--- src/rtl/adc_seq_pkg.sv ---
package adc_seq_pkg;
  typedef enum logic [1:0] {
    ST_IDLE  = 2'd0,
    ST_ISSUE = 2'd1,
    ST_WAIT  = 2'd2
  } seq_st_e;
endpackage

--- src/rtl/adc_trig_edge.sv ---
module adc_trig_edge #(
  parameter int STAGES = 2
) (
  input  logic clk,
  input  logic rst_n,
  input  logic pin,
  output logic rise
);
  logic [STAGES:0] sh_q;

  always_ff @(posedge clk or negedge rst_n) begin
    if (!rst_n) sh_q <= '0;
    else        sh_q <= {sh_q[STAGES-1:0], pin};
  end

  assign rise = sh_q[STAGES-1] & ~sh_q[STAGES];
endmodule

--- src/rtl/adc_flag_ctl.sv ---
module adc_flag_ctl (
  input  logic clk,
  input  logic rst_n,
  input  logic set_i,
  input  logic rd_i,
  input  logic clr_i,
  output logic flag_o
);
  logic flag_q, flag_d, armed_q, armed_d;

  always_comb begin
    flag_d  = flag_q;
    armed_d = armed_q;
    if (rd_i && flag_q) armed_d = 1'b1;
    if (clr_i && armed_q) begin
      flag_d  = 1'b0;
      armed_d = 1'b0;
    end
    if (set_i) begin
      flag_d  = 1'b1;
      armed_d = 1'b0;
    end
  end

  always_ff @(posedge clk or negedge rst_n) begin
    if (!rst_n) begin
      flag_q  <= 1'b0;
      armed_q <= 1'b0;
    end else begin
      flag_q  <= flag_d;
      armed_q <= armed_d;
    end
  end

  assign flag_o = flag_q;
endmodule

--- src/rtl/adc_result_bank.sv ---
module adc_result_bank #(
  parameter int NCH = 4,
  parameter int DW  = 10,
  localparam int CHW = (NCH > 1) ? $clog2(NCH) : 1
) (
  input  logic              clk,
  input  logic              rst_n,
  input  logic              we,
  input  logic [CHW-1:0]    wch,
  input  logic [DW-1:0]     wdata,
  output logic [NCH*DW-1:0] res_flat
);
  for (genvar k = 0; k < NCH; k++) begin : g_slot
    logic [DW-1:0] slot_q;
    logic          slot_en;
    assign slot_en = we && (wch == CHW'(k));
    always_ff @(posedge clk or negedge rst_n) begin
      if (!rst_n)       slot_q <= '0;
      else if (slot_en) slot_q <= wdata;
    end
    assign res_flat[k*DW +: DW] = slot_q;
  end
endmodule

--- src/rtl/adc_scan_seq.sv ---
module adc_scan_seq
  import adc_seq_pkg::*;
#(
  parameter int NCH = 4,
  parameter int DW  = 10,
  localparam int CHW = (NCH > 1) ? $clog2(NCH) : 1
) (
  input  logic              clk,
  input  logic              rst_n,
  input  logic              cfg_wr,
  input  logic              cfg_start,
  input  logic              cfg_group,
  input  logic [CHW-1:0]    cfg_sel,
  input  logic              cfg_flag,
  input  logic              cfg_irq_en,
  input  logic              cfg_trig_en,
  input  logic              stat_rd,
  input  logic              trig_pin,
  input  logic              eng_done,
  input  logic [DW-1:0]     eng_data,
  output logic              eng_start,
  output logic [CHW-1:0]    eng_ch,
  output logic              scan_active,
  output logic              done_flag,
  output logic              irq,
  output logic [NCH*DW-1:0] result_flat
);
  // reset: asynchronous assert, synchronous release
  logic rst_q1, rst_s_n;
  always_ff @(posedge clk or negedge rst_n) begin
    if (!rst_n) {rst_s_n, rst_q1} <= 2'b00;
    else        {rst_s_n, rst_q1} <= {rst_q1, 1'b1};
  end

  // stored configuration, loaded on every control write
  logic           grp_q, ien_q, ten_q;
  logic [CHW-1:0] sel_q;
  always_ff @(posedge clk or negedge rst_s_n) begin
    if (!rst_s_n) begin
      grp_q <= 1'b0;
      sel_q <= '0;
      ien_q <= 1'b0;
      ten_q <= 1'b0;
    end else if (cfg_wr) begin
      grp_q <= cfg_group;
      sel_q <= cfg_sel;
      ien_q <= cfg_irq_en;
      ten_q <= cfg_trig_en;
    end
  end

  logic trig_rise;
  adc_trig_edge #(.STAGES(2)) u_trig (
    .clk (clk), .rst_n (rst_s_n), .pin (trig_pin), .rise (trig_rise)
  );

  // sequencer state
  seq_st_e        st_q, st_d;
  logic [CHW-1:0] ch_q, ch_d, last_q, last_d;
  logic           pend_q, pend_d;
  logic           busy, abort, sw_go, hw_go, accept, is_last;

  assign busy    = (st_q != ST_IDLE);
  assign abort   = cfg_wr && !cfg_start && busy;
  assign sw_go   = cfg_wr && cfg_start && !busy;
  assign hw_go   = !cfg_wr && trig_rise && ten_q && !busy;
  assign is_last = (ch_q == last_q);
  assign accept  = (st_q == ST_WAIT) && eng_done && !abort;
  assign eng_start = (st_q == ST_ISSUE) && !pend_q && !abort;

  always_comb begin
    st_d   = st_q;
    ch_d   = ch_q;
    last_d = last_q;
    unique case (st_q)
      ST_IDLE: begin
        if (sw_go) begin
          ch_d   = cfg_group ? '0 : cfg_sel;
          last_d = cfg_sel;
          st_d   = ST_ISSUE;
        end else if (hw_go) begin
          ch_d   = grp_q ? '0 : sel_q;
          last_d = sel_q;
          st_d   = ST_ISSUE;
        end
      end
      ST_ISSUE: begin
        if (abort)        st_d = ST_IDLE;
        else if (!pend_q) st_d = ST_WAIT;
      end
      ST_WAIT: begin
        if (abort) st_d = ST_IDLE;
        else if (eng_done) begin
          if (is_last) st_d = ST_IDLE;
          else begin
            ch_d = ch_q + CHW'(1);
            st_d = ST_ISSUE;
          end
        end
      end
      default: st_d = ST_IDLE;
    endcase
  end

  // the engine owes one done for every start
  always_comb begin
    pend_d = pend_q;
    if (eng_done)  pend_d = 1'b0;
    if (eng_start) pend_d = 1'b1;
  end

  always_ff @(posedge clk or negedge rst_s_n) begin
    if (!rst_s_n) begin
      st_q   <= ST_IDLE;
      ch_q   <= '0;
      last_q <= '0;
      pend_q <= 1'b0;
    end else begin
      st_q   <= st_d;
      ch_q   <= ch_d;
      last_q <= last_d;
      pend_q <= pend_d;
    end
  end

  adc_result_bank #(.NCH(NCH), .DW(DW)) u_bank (
    .clk (clk), .rst_n (rst_s_n), .we (accept), .wch (ch_q),
    .wdata (eng_data), .res_flat (result_flat)
  );

  adc_flag_ctl u_flag (
    .clk (clk), .rst_n (rst_s_n), .set_i (accept && is_last),
    .rd_i (stat_rd), .clr_i (cfg_wr && !cfg_flag), .flag_o (done_flag)
  );

  assign eng_ch      = ch_q;
  assign scan_active = busy;
  assign irq         = done_flag && ien_q;
endmodule

--- config.mk ---
export PLATFORM = sky130hd
export DESIGN_NAME = adc_scan_seq
export DESIGN_NICKNAME = d
export VERILOG_FILES = /design/src/rtl/adc_seq_pkg.sv /design/src/rtl/adc_trig_edge.sv /design/src/rtl/adc_flag_ctl.sv /design/src/rtl/adc_result_bank.sv /design/src/rtl/adc_scan_seq.sv
export SDC_FILE = /design/constraint.sdc
export NUM_CORES = 1
export LEC_CHECK = 0
export BUFFER_PORTS_ARGS = -buffer_cell sky130_fd_sc_hd__buf_4
export CAP_MARGIN = 20
export CORE_MARGIN = 1
export CORE_UTILIZATION = 52
export CTS_CLUSTER_DIAMETER = 120
export CTS_CLUSTER_SIZE = 25
export DETAILED_ROUTE_END_ITERATION = 6
export PLACE_DENSITY = 0.79
export RECOVER_POWER = 50
export SETUP_SLACK_MARGIN = 0.02
export SLEW_MARGIN = 20
export SYNTH_ARGS = -nofsm -noshare
export SYNTH_HDL_FRONTEND = slang
export SYNTH_SLANG_ARGS = --single-unit
--- constraint.sdc ---
create_clock -name clk -period 2.4 [get_ports clk]
set_clock_uncertainty 0.15 [all_clocks]
set_input_delay 0.48 -clock clk [delete_from_list [all_inputs] [get_ports clk]]
set_output_delay 0.48 -clock clk [all_outputs]
set_load 0.05 [all_outputs]
# ---- Word level (Yosys, flattened, before mapping)
# Index checks and enable logic that the tools add are counted.
dict set report word_totals {
  regBits 59
  latch_bits 0
  mem_bits_rw 0
  romBits 0
  input_bits 23
  out_inout_bits 46
  elab_cells 94
  n_memories 0
}
dict set report op_classes {
  addsub 1
  n_mul 0
  div_mod_pow 0
  magnitude_cmp 0
  n_eq_ne 12
  n_shift 0
  mux 25
  bitwise 2
  n_reduce_logical 37
}
# cell count
set op_table {}
lappend op_table {{two-way mux 2 bit} 15}
lappend op_table {{logical AND 1 bit} 20}
lappend op_table {{nonzero test 2 bit} 5}
lappend op_table {{inequality test 3 bit (second input constant)} 3}
lappend op_table {{two-way mux 1 bit} 8}
lappend op_table {{== test 2 bit (second input constant)} 3}
lappend op_table {{zero test 1 bit} 6}
lappend op_table {{inequality test 2 bit (second input constant)} 3}
lappend op_table {{one-hot mux 2 bit (3 select lines)} 1}
lappend op_table {{AND reduction 5 bit} 1}
lappend op_table {{== test 2 x 1 -> 1 bit (second input constant)} 2}
lappend op_table {{zero test 2 bit} 2}
lappend op_table {{one-hot mux 2 bit (2 select lines)} 1}
lappend op_table {{AND reduction 3 bit} 1}
lappend op_table {{nonzero test 3 bit} 1}
lappend op_table {{adder 2 x 1 -> 2 bit (second input constant)} 1}
lappend op_table {{== test 2 bit} 1}
lappend op_table {{AND reduction 2 bit} 1}
lappend op_table {{bitwise AND 1 bit} 1}
lappend op_table {{inverter 1 bit} 1}

# ---- Depth between registers and ports, before layout
# Gate-level depths: netlist (run 1).
dict set report logic_depth {
  word_depth 8
  ltp_mapped 5
  mapped_depth_nobuf 5
}

# ---- Hierarchy
# From an unflattened synthesis (run 1), not the netlist that was laid out.
dict set report unflattened {
  hier_cells 170
  area_unflattened_um2 2532.4
}
# mod instances cells_each area_each_um2 seq_area_each_um2
set modules_own_cells {}
lappend modules_own_cells {adc_result_bank 1 87 1597.8 1001.0}
lappend modules_own_cells {adc_scan_seq 1 72 765.7 350.3}
lappend modules_own_cells {adc_trig_edge 1 4 88.8 75.1}
lappend modules_own_cells {adc_flag_ctl 1 7 80.1 50.0}

# ---- Worst setup path after synthesis (run 1)
# Ideal clock, no wire load.
dict set report synth_timing {
  kind {register to output}
  from {register st_q[1]}
  to {output port eng_start}
  arrival_time_ns 1.352
  t_required_ns 1.770
  slack_ns 0.418
  path_stages_with_launch 4
  n_path_buf 0
  cell_sequence {dfrtp_1 nand2b_1 nand2b_1 nor2_1}
}
dict set report synth_between {
  elab_chain_len 4
  elab_cells_between_ends 6
  cone_classes {eq/ne (1); reduce/logical (5)}
}
# element line
set synth_lines {}
lappend synth_lines {{start: declaration} adc_scan_seq.sv:58} ;# seq_st_e st_q, st_d;
lappend synth_lines {{start signal: assignment} adc_scan_seq.sv:119} ;# st_q <= st_d;
lappend synth_lines {{nonzero test 2 bit} adc_scan_seq.sv:63} ;# assign busy = (st_q != ST_IDLE);
lappend synth_lines {{logical AND 1 bit} adc_scan_seq.sv:64} ;# assign abort = cfg_wr && !cfg_start && busy;
lappend synth_lines {{zero test 1 bit} adc_scan_seq.sv:69} ;# assign eng_start = (st_q == ST_ISSUE) && !pend_q && !abort;
lappend synth_lines {{logical AND 1 bit *} adc_scan_seq.sv:69}
lappend synth_lines {{end: declaration} adc_scan_seq.sv:21} ;# output logic eng_start,
# Mark *: on every way between the ends. The rest lies on a longest branch, timed or not.

# ---- Worst setup path in the final report (run 1)
dict set report layout_timing {
  from {input port cfg_wr}
  to {output port eng_start}
}
dict set report layout_between {
  elab_chain_len 4
}
# element line
set layout_lines {}
lappend layout_lines {{start: declaration} adc_scan_seq.sv:10} ;# input logic cfg_wr,
lappend layout_lines {{logical AND 1 bit (2 in a row)} adc_scan_seq.sv:64}
lappend layout_lines {{zero test 1 bit} adc_scan_seq.sv:69}
lappend layout_lines {{logical AND 1 bit} adc_scan_seq.sv:69}
# Every way passes these cells.

==> flow_summary.ini, run 1 <==
[setup_path]
critPathMostFrequentCell = nand2b_1
path_cells = clkbuf_1, nand2b_1, nand2b_1, nor2_1, buf_4
critical-path-max-stage-delay_ps = 400
path_max_fanout = 11
crit_buf_inv = 2
crit_type = in2out
slowest_stage = clkbuf_1
cp.depth = 5
start_kind = input port
ff2ff_path_depth = 1
cp_data_arrival_time_ps = 1480
rrSetupSlack_ps = 590
critPathTopFamily = buffers and inverters
cp-end-kind = primary output
required_ps = 1770

[timing]
fin_crit_sh_pct = 87.99
drv_slew = 0
hold_violations = 0
slew-limit-headroom_pct = 37.26
setup_viol = 0
fin_ws_ps = 288.3
max_freq_ghz = 0.4736
tightestPinTransition_ps = 941.2
rsz0062_at_grt = false
setup_tns_ps = 0
fin_crit_ps = 2112

[routing]
drc = 0
via_per_inst = 5.070
dr.pass1.iters = 4
routed_wl_um = 4997
ant_nets = 0
drt_iter0_markers = 51
wl_per_cell_um = 15.91
vias = 1592

[pwr]
p_leak_nw = 1.761
swShare_pct = 43.10
power.internal_mw = 2.583
comb_power_share_pct = 46.7
p_seq_share_pct = 33.7
ir_drop_v = 0.0009180
switching_power_mw = 1.957
clkPwrFrac_pct = 19.5
power_density_nw_per_um2 = 1355

[logic_synthesis]
ys_warn_count = 0
yosysSeqAreaShare_pct = 56.65
synth_top_flop_cell = dfrtp_1
async_flop_share_pct = 100.0
avgSynthCellArea_um2 = 15.99
synth_top_cell_area_share_pct = 56.65
syn_inst = 163
synth.area.top_cells = dfrtp_1, mux2_4, nand2_8, mux2_2, ha_1
yosysTopAreaCell = dfrtp_1
synth_seq_cells = 59
synth_edf_count = 0
yosysUniqueCellTypes = 31
synth_area_um2 = 2606
synth_nets = 190

[die]
rows = 25
core-area_um2 = 4786
initial_utilization_pct = 54.46
die_w_um = 72.80
dieHeight_um = 72.80
dieArea_um2 = 5299
io-pin-count = 69

[placed_design]
place_area_um2 = 3197
gp_congestion = 0.8747
place_ws_ps = 547.7
dp_hpwl_um = 3533
port_buffers = 68

[clock_network]
path_clk_slew_ps = 60
clock_latency_ps = 330
cts_tree = built
htreeDepth = 3
cts_setup_buffers = 0
cts-buffers-inserted = 9
numClockSinks = 59
cts_resized = 0
hold_buffers = 1
cts_buffer_depth = 2
cts-root-buf = clkbuf_8

[global_routing]
overflow = 0
grt_max_degree = 41
grt_antenna_before_repair = 0
grt_first_pass_wirelength_um = 7976
grt_pass1_vias = 1620
grt_use_total_pct = 20.83

[final_layout]
layout_common_cells = dfrtp_1, buf_4, mux2_4
num-fill-cells = 371
area_growth_pct = 28.56
finalInstanceArea_um2 = 3351
finalNetCount = 269
num_antenna_cells = 0
drive_gt1_share_pct = 51.82

[worst_hold_path]
hold_depth = 1
hp-class = in2reg

[job]
drv_cap = 0

[run_status]
status = completed
[final cells by class]
class	count	area, um^2	area share, %
timing repair buffer	70	495.5	14.79
tap	67	83.83	2.502
clock buffer	12	145.1	4.332
clock inverter	4	48.80	1.456
multi-input combinational	97	1082	32.30
inverter	5	18.77	0.5601
sequential	59	1476	44.06
[power groups by stage]
stage | Combinational, mW | Clock, mW | Sequential, mW
after floorplan | 0.707 | 0 | 2.38
after detailed placement | 2.18 | 0 | 1.53
final | 2.12 | 0.886 | 1.53
after global routing | 2.21 | 0.943 | 1.57
after global placement | 2.14 | 0 | 1.54
after CTS | 2.18 | 0.899 | 1.53
[logic make-up (layout without fill, tap and decap cells)]
family	after synthesis	after routing	synth area share, %
AOI/OAI and AO/OA	16	16	4.225
buffers and inverters	7	91	1.680
adders and majority gates	4	4	1.920
other	1	1	0.1439
and+or+nand+nor	27	27	8.738
DFF	59	59	56.65
muxes	47	47	25.97
xor gates and xnor gates	2	2	0.6722
[per-layer routing]
metal  vias up  GRT usage, %  share of wire, %  wire [um]
met5         -             0                 0          0
met4         0         6.536              0.88         44
met3         7         7.182               4.5        226
met2        42         32.09                51       2532
met1       817         27.91                44       2194
li1        726             -                 -          -
[state kept, by name, summed over array words and instances (netlist names)]
register,flops
eng_ch,2
grp_q,1
ien_q,1
last_q,2
pend_q,1
rst_q1,1
rst_s_n,1
sel_q,2
st_q,2
ten_q,1
u_bank.g_slot.slot_q,40
u_flag.armed_q,1
u_flag.flag_o,1
u_trig.sh_q,3
[synth_stat cells, drive strengths merged, types with 2 or more instances]
cell,count
xor2,2
nand2b,4
dfrtp,59
inv,5
and2,3
mux2i,2
a21oi,6
nand2,7
buf,2
nor2,7
a221oi,2
ha,4
o22ai,3
mux2,45
[final timing paths]
kind | from | endpoint
max | cfg_wr | eng_start
max in group asynchronous | rst_s_n | u_bank.g_slot[2].slot_q[8]
min in group asynchronous | rst_s_n | grp_q
min reg2reg | rst_s_n | grp_q
max reg2reg | rst_s_n | u_bank.g_slot[2].slot_q[8]
min | trig_pin | u_trig.sh_q[0]
[stage by stage]
stage | util (%) | instances | total power, mW | hold slack, ps
after global routing | 70.01 | 314 | 4.724 | 107.6
final | 70.01 | 314 | 4.539 | 126.4
after detailed placement | 66.80 | 297 | 3.709 | 71.37
after global placement | 66.80 | 297 | 3.675 | 57.72
after floorplan | - | 163 | 3.088 | 34.41
after CTS | 71.06 | 314 | 4.605 | 66.05
Power figures use the tool's default switching activity.
==> run 2: changes to the inputs <==
--- a/config.mk
+++ b/config.mk
@@ -18,4 +18,5 @@
 export SLEW_MARGIN = 20
 export SYNTH_ARGS = -nofsm -noshare
 export SYNTH_HDL_FRONTEND = slang
+export SYNTH_HIERARCHICAL = 1
 export SYNTH_SLANG_ARGS = --single-unit
==> run 2 against run 1 <==
Sequential power increased by 8%. Power up 8.8%. First-iteration DRC count grew 37%. Maximum frequency increased by 2.2%. Via count rose by 2.4%. Setup slack better by 46 ps. Global-route usage rose by 0.95 points. Critical path type unchanged. Largest cell class unchanged. Largest power group unchanged.
==> flow_summary.ini, run 2 <==
[clock_network]
cts-buffers-inserted = 9
cts_resized = 0
path_clk_slew_ps = 60
clock_latency_ps = 330
numClockSinks = 59
htreeDepth = 3
cts_buffer_depth = 2
cts-root-buf = clkbuf_8
cts_tree = built

[setup_path]
slowest_stage = clkbuf_1
r2r_start = st_q[0]
critPathTopFamily = buffers and inverters
cp-end-kind = primary output
crit_start = cfg_wr
path_max_fanout = 11
required_ps = 1770
cp_data_arrival_time_ps = 1440
start_kind = input port
critical-path-max-stage-delay_ps = 340
crit_type = in2out
path_cells = clkbuf_1, nand2b_1, nand3_1, nor2_1, buf_4
crit_buf_inv = 2

[logic_synthesis]
synth_seq_cells = 59
synth_top_cell_area_share_pct = 58.30
synth_nets = 193
yosysTopAreaCell = dfrtp_1
synth_edf_count = 0
post-synth-top-count-cell = dfrtp_1
ys_warn_count = 6
synth_area_um2 = 2532
synth.area.top_cells = dfrtp_1, mux2_4, mux2_2, buf_6, mux2i_1
yosys-top-cells-count = dfrtp_1, mux2_2, mux2_4
synth_top_flop_cell = dfrtp_1
avgSynthCellArea_um2 = 14.90
yosysUniqueCellTypes = 37
async_flop_share_pct = 100.0
yosysSeqAreaShare_pct = 58.30
syn_inst = 170

[placed_design]
dp_hpwl_um = 3675
place_ws_ps = 258.7
port_buffers = 68
gp_congestion = 0.7677
place_area_um2 = 3113

[routing]
ant_nets = 0
via_per_inst = 5.261
routed_wl_um = 5022
vias = 1631
wl_per_cell_um = 16.20
dr.pass1.iters = 4
drc = 0
drt_iter0_markers = 70

[final_layout]
area_growth_pct = 27.77
drive_gt1_share_pct = 48.05
num-fill-cells = 362
register_area_um2 = 1476
largest_reg_flops = 40
multi_input_area_um2 = 984.7
num_antenna_cells = 0
finalInstanceArea_um2 = 3236
finalNetCount = 274
reg_top3 = u_bank/g_slot.slot_q x40, u_trig/sh_q x3
top_register = u_bank/g_slot.slot_q
layout_commonest_cell = dfrtp_1
layout_common_cells = dfrtp_1, buf_4, mux2_2

[die]
rows = 25
dieArea_um2 = 5153
dieHeight_um = 71.79
io-pin-count = 69
core-area_um2 = 4692
die_w_um = 71.79
initial_utilization_pct = 53.97

[job]
drv_cap = 0

[global_routing]
overflow = 0
grt_pass1_vias = 1640
grt_max_degree = 24
grt_antenna_before_repair = 0
grt_use_total_pct = 21.78
grt_first_pass_wirelength_um = 8252

[pwr]
ir_drop_v = 0.0006631
p_leak_nw = 1.649
power_mw = 4.939
power_density_nw_per_um2 = 1526

[timing]
fin_crit_sh_pct = 86.08
slew-limit-headroom_pct = 24.30
max_freq_ghz = 0.4841
tightestPinTransition_ps = 1136
setup_viol = 0
setup_tns_ps = 0
rsz0062_at_grt = false
fin_crit_ps = 2066
fin_hold_ws_ps = 77.90
fin_ws_ps = 334.2
hold_violations = 0
drv_slew = 0

[run_status]
status = completed

[worst_hold_path]
hp-class = reg2async
run 2: cell count changes after synthesis, moves of 3 or more:
cell and delta:
mux2_2 +20, mux2_4 -20, buf_6 +5, ha_1 -4, nand2_1 +4, nand2_8 -4
nor2_1 -4, nor2b_1 +4, a21oi_1 -3, inv_1 -3, nand3_1 +3, nand3b_1 +3
run 2: metrics by stage:
step,utilization (%),instances
2_1_floorplan,-,170
5_1_grt,68.96,310
3_5_place_dp,66.35,293
3_3_place_gp,66.35,293
4_1_cts,70.24,310
6_report,68.96,310
run 2: worst paths after layout:
check | endpoint | slack [ps] | cells past startpoint
worst max-delay path | eng_start | 330 | 5
worst min-delay path | sel_q[1] | 80 | 0
worst max register to register | u_bank/g_slot[1].slot_q[7] | 410 | 6
worst min register to register | sel_q[1] | 80 | 0
max in group asynchronous | u_bank/g_slot[3].slot_q[8] | 590 | 1
min in group clk | u_trig/sh_q[0] | 130 | 1
run 2: kinds of logic (layout without fill, tap and decap cells):
family | after synthesis | after routing | synth area share (%)
DFF | 59 | 59 | 58.30
muxes | 49 | 49 | 24.56
and+or+nand+nor | 36 | 36 | 8.943
AOI/OAI and AO/OA | 14 | 14 | 4.200
buffers and inverters | 8 | 94 | 2.816
xor gates and xnor gates | 3 | 3 | 1.038
other | 1 | 1 | 0.1481
run 2: worst register-to-register path, delay by kind of cell, from the launching register on:
family	cells	cell delay, ps
flip-flops	1	460
buffers and inverters	2	370
multiplexers	1	290
AND/OR/NAND/NOR	3	600
run 2: repair_timing:
| item | 4_1_cts | 5_1_grt |
|---|---|---|
| buffers inserted | 0 | 0 |
| hold buffers | 1 | 0 |
| endpoints found under the hold margin | 2 | 0 |
run 2: report_power, final:
group          leakage (nW)  internal [mW]  switching, mW
sequential            0.750           1.37          0.278
clock                0.0905          0.429          0.359
combinational         0.809          0.868           1.64
total                  1.65           2.67           2.27
run 2: cell type report:
class	count	share of cell area [%]
Tap cell	54	2.088
Clock buffer	14	5.027
Clock inverter	2	0.3094
Inverter	2	0.2320
Sequential cell	59	45.63
Multi-Input combinational cell	103	30.43
Timing Repair Buffer	76	16.28
run 2: routing by layer:
metal	vias up	routed length (um)	GRT usage (%)
met1	800	2240	28.48
met5	-	0	0
met4	0	62	12.20
met2	56	2450	33.12
met3	8	269	5.767
li1	767	-	-
==> run 3: changes to the inputs <==
--- a/config.mk
+++ b/config.mk
@@ -5,6 +5,8 @@
 export SDC_FILE = /design/constraint.sdc
 export NUM_CORES = 1
 export LEC_CHECK = 0
+export ABC_AREA = 1
+export ABC_CLOCK_PERIOD_IN_PS = 2400
 export BUFFER_PORTS_ARGS = -buffer_cell sky130_fd_sc_hd__buf_4
 export CAP_MARGIN = 20
 export CORE_MARGIN = 1
==> run 3 against run 2 <==
Global-route usage grew 3.3 points. Clock power grew 27%. Combinational power shrank 11%. Worst hold slack gained 56 ps. Via count grew 38%. Highest routed layer unchanged. Register-to-register slack gained 160 ps. Final area grew 4.2%. Flip-flop and latch count is the same.
==> flow_summary.ini, run 3 <==
[setup_path]
critPathMostFrequentCell = nand2_1
r2r_start = st_q[0]
critical-path-max-stage-delay_ps = 410
required_ps = 1770
ff2ff_path_depth = 7
r2r_end = u_bank/g_slot[3].slot_q[1]
crit_type = reg2out
cp-end-kind = primary output
path_cells = inv_2, nand2_1, nand2_1, nand3_1, inv_1, buf_4
cp_data_arrival_time_ps = 1540
path_max_fanout = 4
slowest_stage = dfrtp_1
rrSetupSlack_ps = 570
start_kind = register

[final_layout]
finalNonFillerCells = 440
num-fill-cells = 414
num_antenna_cells = 0
drive_gt1_share_pct = 27.08
finalNetCount = 391
layout_commonest_cell = nand2_1
area_growth_pct = 26.35
utilization_pct = 70.00
reg_top3 = u_bank/g_slot.slot_q x40, u_trig/sh_q x3
largest_reg_flops = 40
layout_common_cells = nand2_1, dfrtp_1, buf_4
top_register = u_bank/g_slot.slot_q

[placed_design]
dp.cells = 423
dp_hpwl_um = 4343
place_ws_ps = 526.4
gp_congestion = 0.8730
port_buffers = 68

[logic_synthesis]
yosysUniqueCellTypes = 27
synth_edf_count = 0
synth_seq_cells = 59
synth.area.top_cells = dfrtp_1, nand2_1, nand4_1, nand3_1, buf_4
avgSynthCellArea_um2 = 8.926
yosysTopAreaCell = dfrtp_1
yosysSeqAreaShare_pct = 55.32
syn_inst = 299
synth_top_flop_cell = dfrtp_1
synth_area_um2 = 2669
synth_top_cell_area_share_pct = 55.32
yosys-top-cells-count = nand2_1, dfrtp_1, nand4_1
async_flop_share_pct = 100.0
post-synth-top-count-cell = nand2_1
ys_warn_count = 6
synth_nets = 322

[timing]
max_freq_ghz = 0.4616
tightestPinTransition_ps = 1228
fin_crit_ps = 2166
fin_crit_sh_pct = 90.26
drv_slew = 0
fin_ws_ps = 233.8
slew-limit-headroom_pct = 18.12
setup_tns_ps = 0
hold_violations = 0
setup_viol = 0
rsz0062_at_grt = false

[pwr]
power_density_nw_per_um2 = 1431
ir_drop_v = 0.0008380
p_leak_nw = 1.835
power_mw = 4.825

[clock_network]
clock_latency_ps = 330
numClockSinks = 59
htreeDepth = 3
cts-buffers-inserted = 9
cts_setup_buffers = 0
cts_buffer_depth = 2
hold_buffers = 1
cts_tree = built
cts_resized = 0
path_clk_slew_ps = 70
cts-root-buf = clkbuf_8

[routing]
drt_iter0_markers = 220
routed_wl_um = 6244
vias = 2246
wl_per_cell_um = 14.19
drc = 0
via_per_inst = 5.105
ant_nets = 0
dr.pass1.iters = 4

[worst_hold_path]
hold_depth = 1
holdPathEnd = u_trig/sh_q[0]
hp-class = in2reg
min_from = trig_pin

[global_routing]
overflow = 0
grt_first_pass_wirelength_um = 9963
grt_pass1_vias = 2082
grt_use_total_pct = 25.06
grt_max_degree = 45
grt_antenna_before_repair = 0

[die]
die_w_um = 73.64
core-area_um2 = 4817
initial_utilization_pct = 55.40
io-pin-count = 69
dieHeight_um = 73.64
rows = 25
dieArea_um2 = 5423

[run_status]
status = completed

[job]
drv_cap = 0
[run 3: changes by cell type in the layout (fill, tap and decap cells not counted), moves of 4 or more]
cell      change
nand2_1     +115
nand4_1      +30
mux2_2       -25
mux2_4       -20
nand3_1      +14
inv_1        +10
clkbuf_1      -8
inv_2         +6
nor2_1        +6
nand2_2       +5
mux2i_1       -4
nand3b_1      -4
nor2b_1       -4
[run 3: per-layer routing]
layer	vias to the layer above	share of wire [%]	track usage [%]	wire (um)
met2	77	49	38.12	3072
met4	0	2.0	12.82	123
met5	-	0	0	0
met3	13	5.3	3.704	334
met1	1047	43	35.07	2714
li1	1109	-	-	-
[run 3: area by class of cell]
type | count | area [um^2] | area share (%)
tap | 67 | 83.83 | 2.486
timing repair buffer | 73 | 538.0 | 15.96
sequential | 59 | 1476 | 43.78
inverter | 19 | 73.82 | 2.189
clock buffer | 10 | 137.6 | 4.082
clock inverter | 6 | 88.84 | 2.635
multi-input combinational | 206 | 973.4 | 28.87
[run 3: power by group]
group | leakage [nW] | switching, mW | internal, mW | total [mW]
clock | 0.108 | 0.392 | 0.612 | 1.00
sequential | 0.762 | 0.279 | 1.32 | 1.59
combinational | 0.964 | 1.63 | 0.595 | 2.23
[run 3: worst max-delay path, delay by kind of cell, from the launching register on]
kind          cells  cell delay (ps)
simple gates      3              430
flops             1              410
buf+inv           3              360
[run 3: metrics by stage]
| step | hold WS, ps | cell area, um^2 |
|---|---|---|
| floorplan | 34.41 | 2669 |
| global placement | 113.0 | 3199 |
| detailed placement | 113.4 | 3199 |
| CTS | 99.73 | 3436 |
| global route | 127.7 | 3372 |
| finish | 133.6 | 3372 |
[run 3: cells by family after synthesis]
group / after synthesis / share of synthesized area, %
AND/OR/NAND/NOR: 193 / 34.08
flip-flops: 59 / 55.32
buffers and inverters: 34 / 7.360
AO/OA/AOI/OAI: 10 / 2.438
XOR/XNOR: 2 / 0.6565
other: 1 / 0.1405
[run 3: how the worst max path moves through the flow]
| stage | cells after the start | slack, ps | endpoint | startpoint |
|---|---|---|---|---|
| global placement | 8 | 560 | u_bank/g_slot[3].slot_q[1] | cfg_wr |
| floorplan | 0 | 490 | eng_ch[0] | rst_s_n |
| global route | 6 | 180 | eng_start | st_q[1] |
| CTS | 1 | 340 | eng_ch[1] | eng_ch[1] |
| detailed placement | 8 | 530 | u_bank/g_slot[3].slot_q[7] | cfg_wr |
| finish | 6 | 230 | eng_start | st_q[1] |
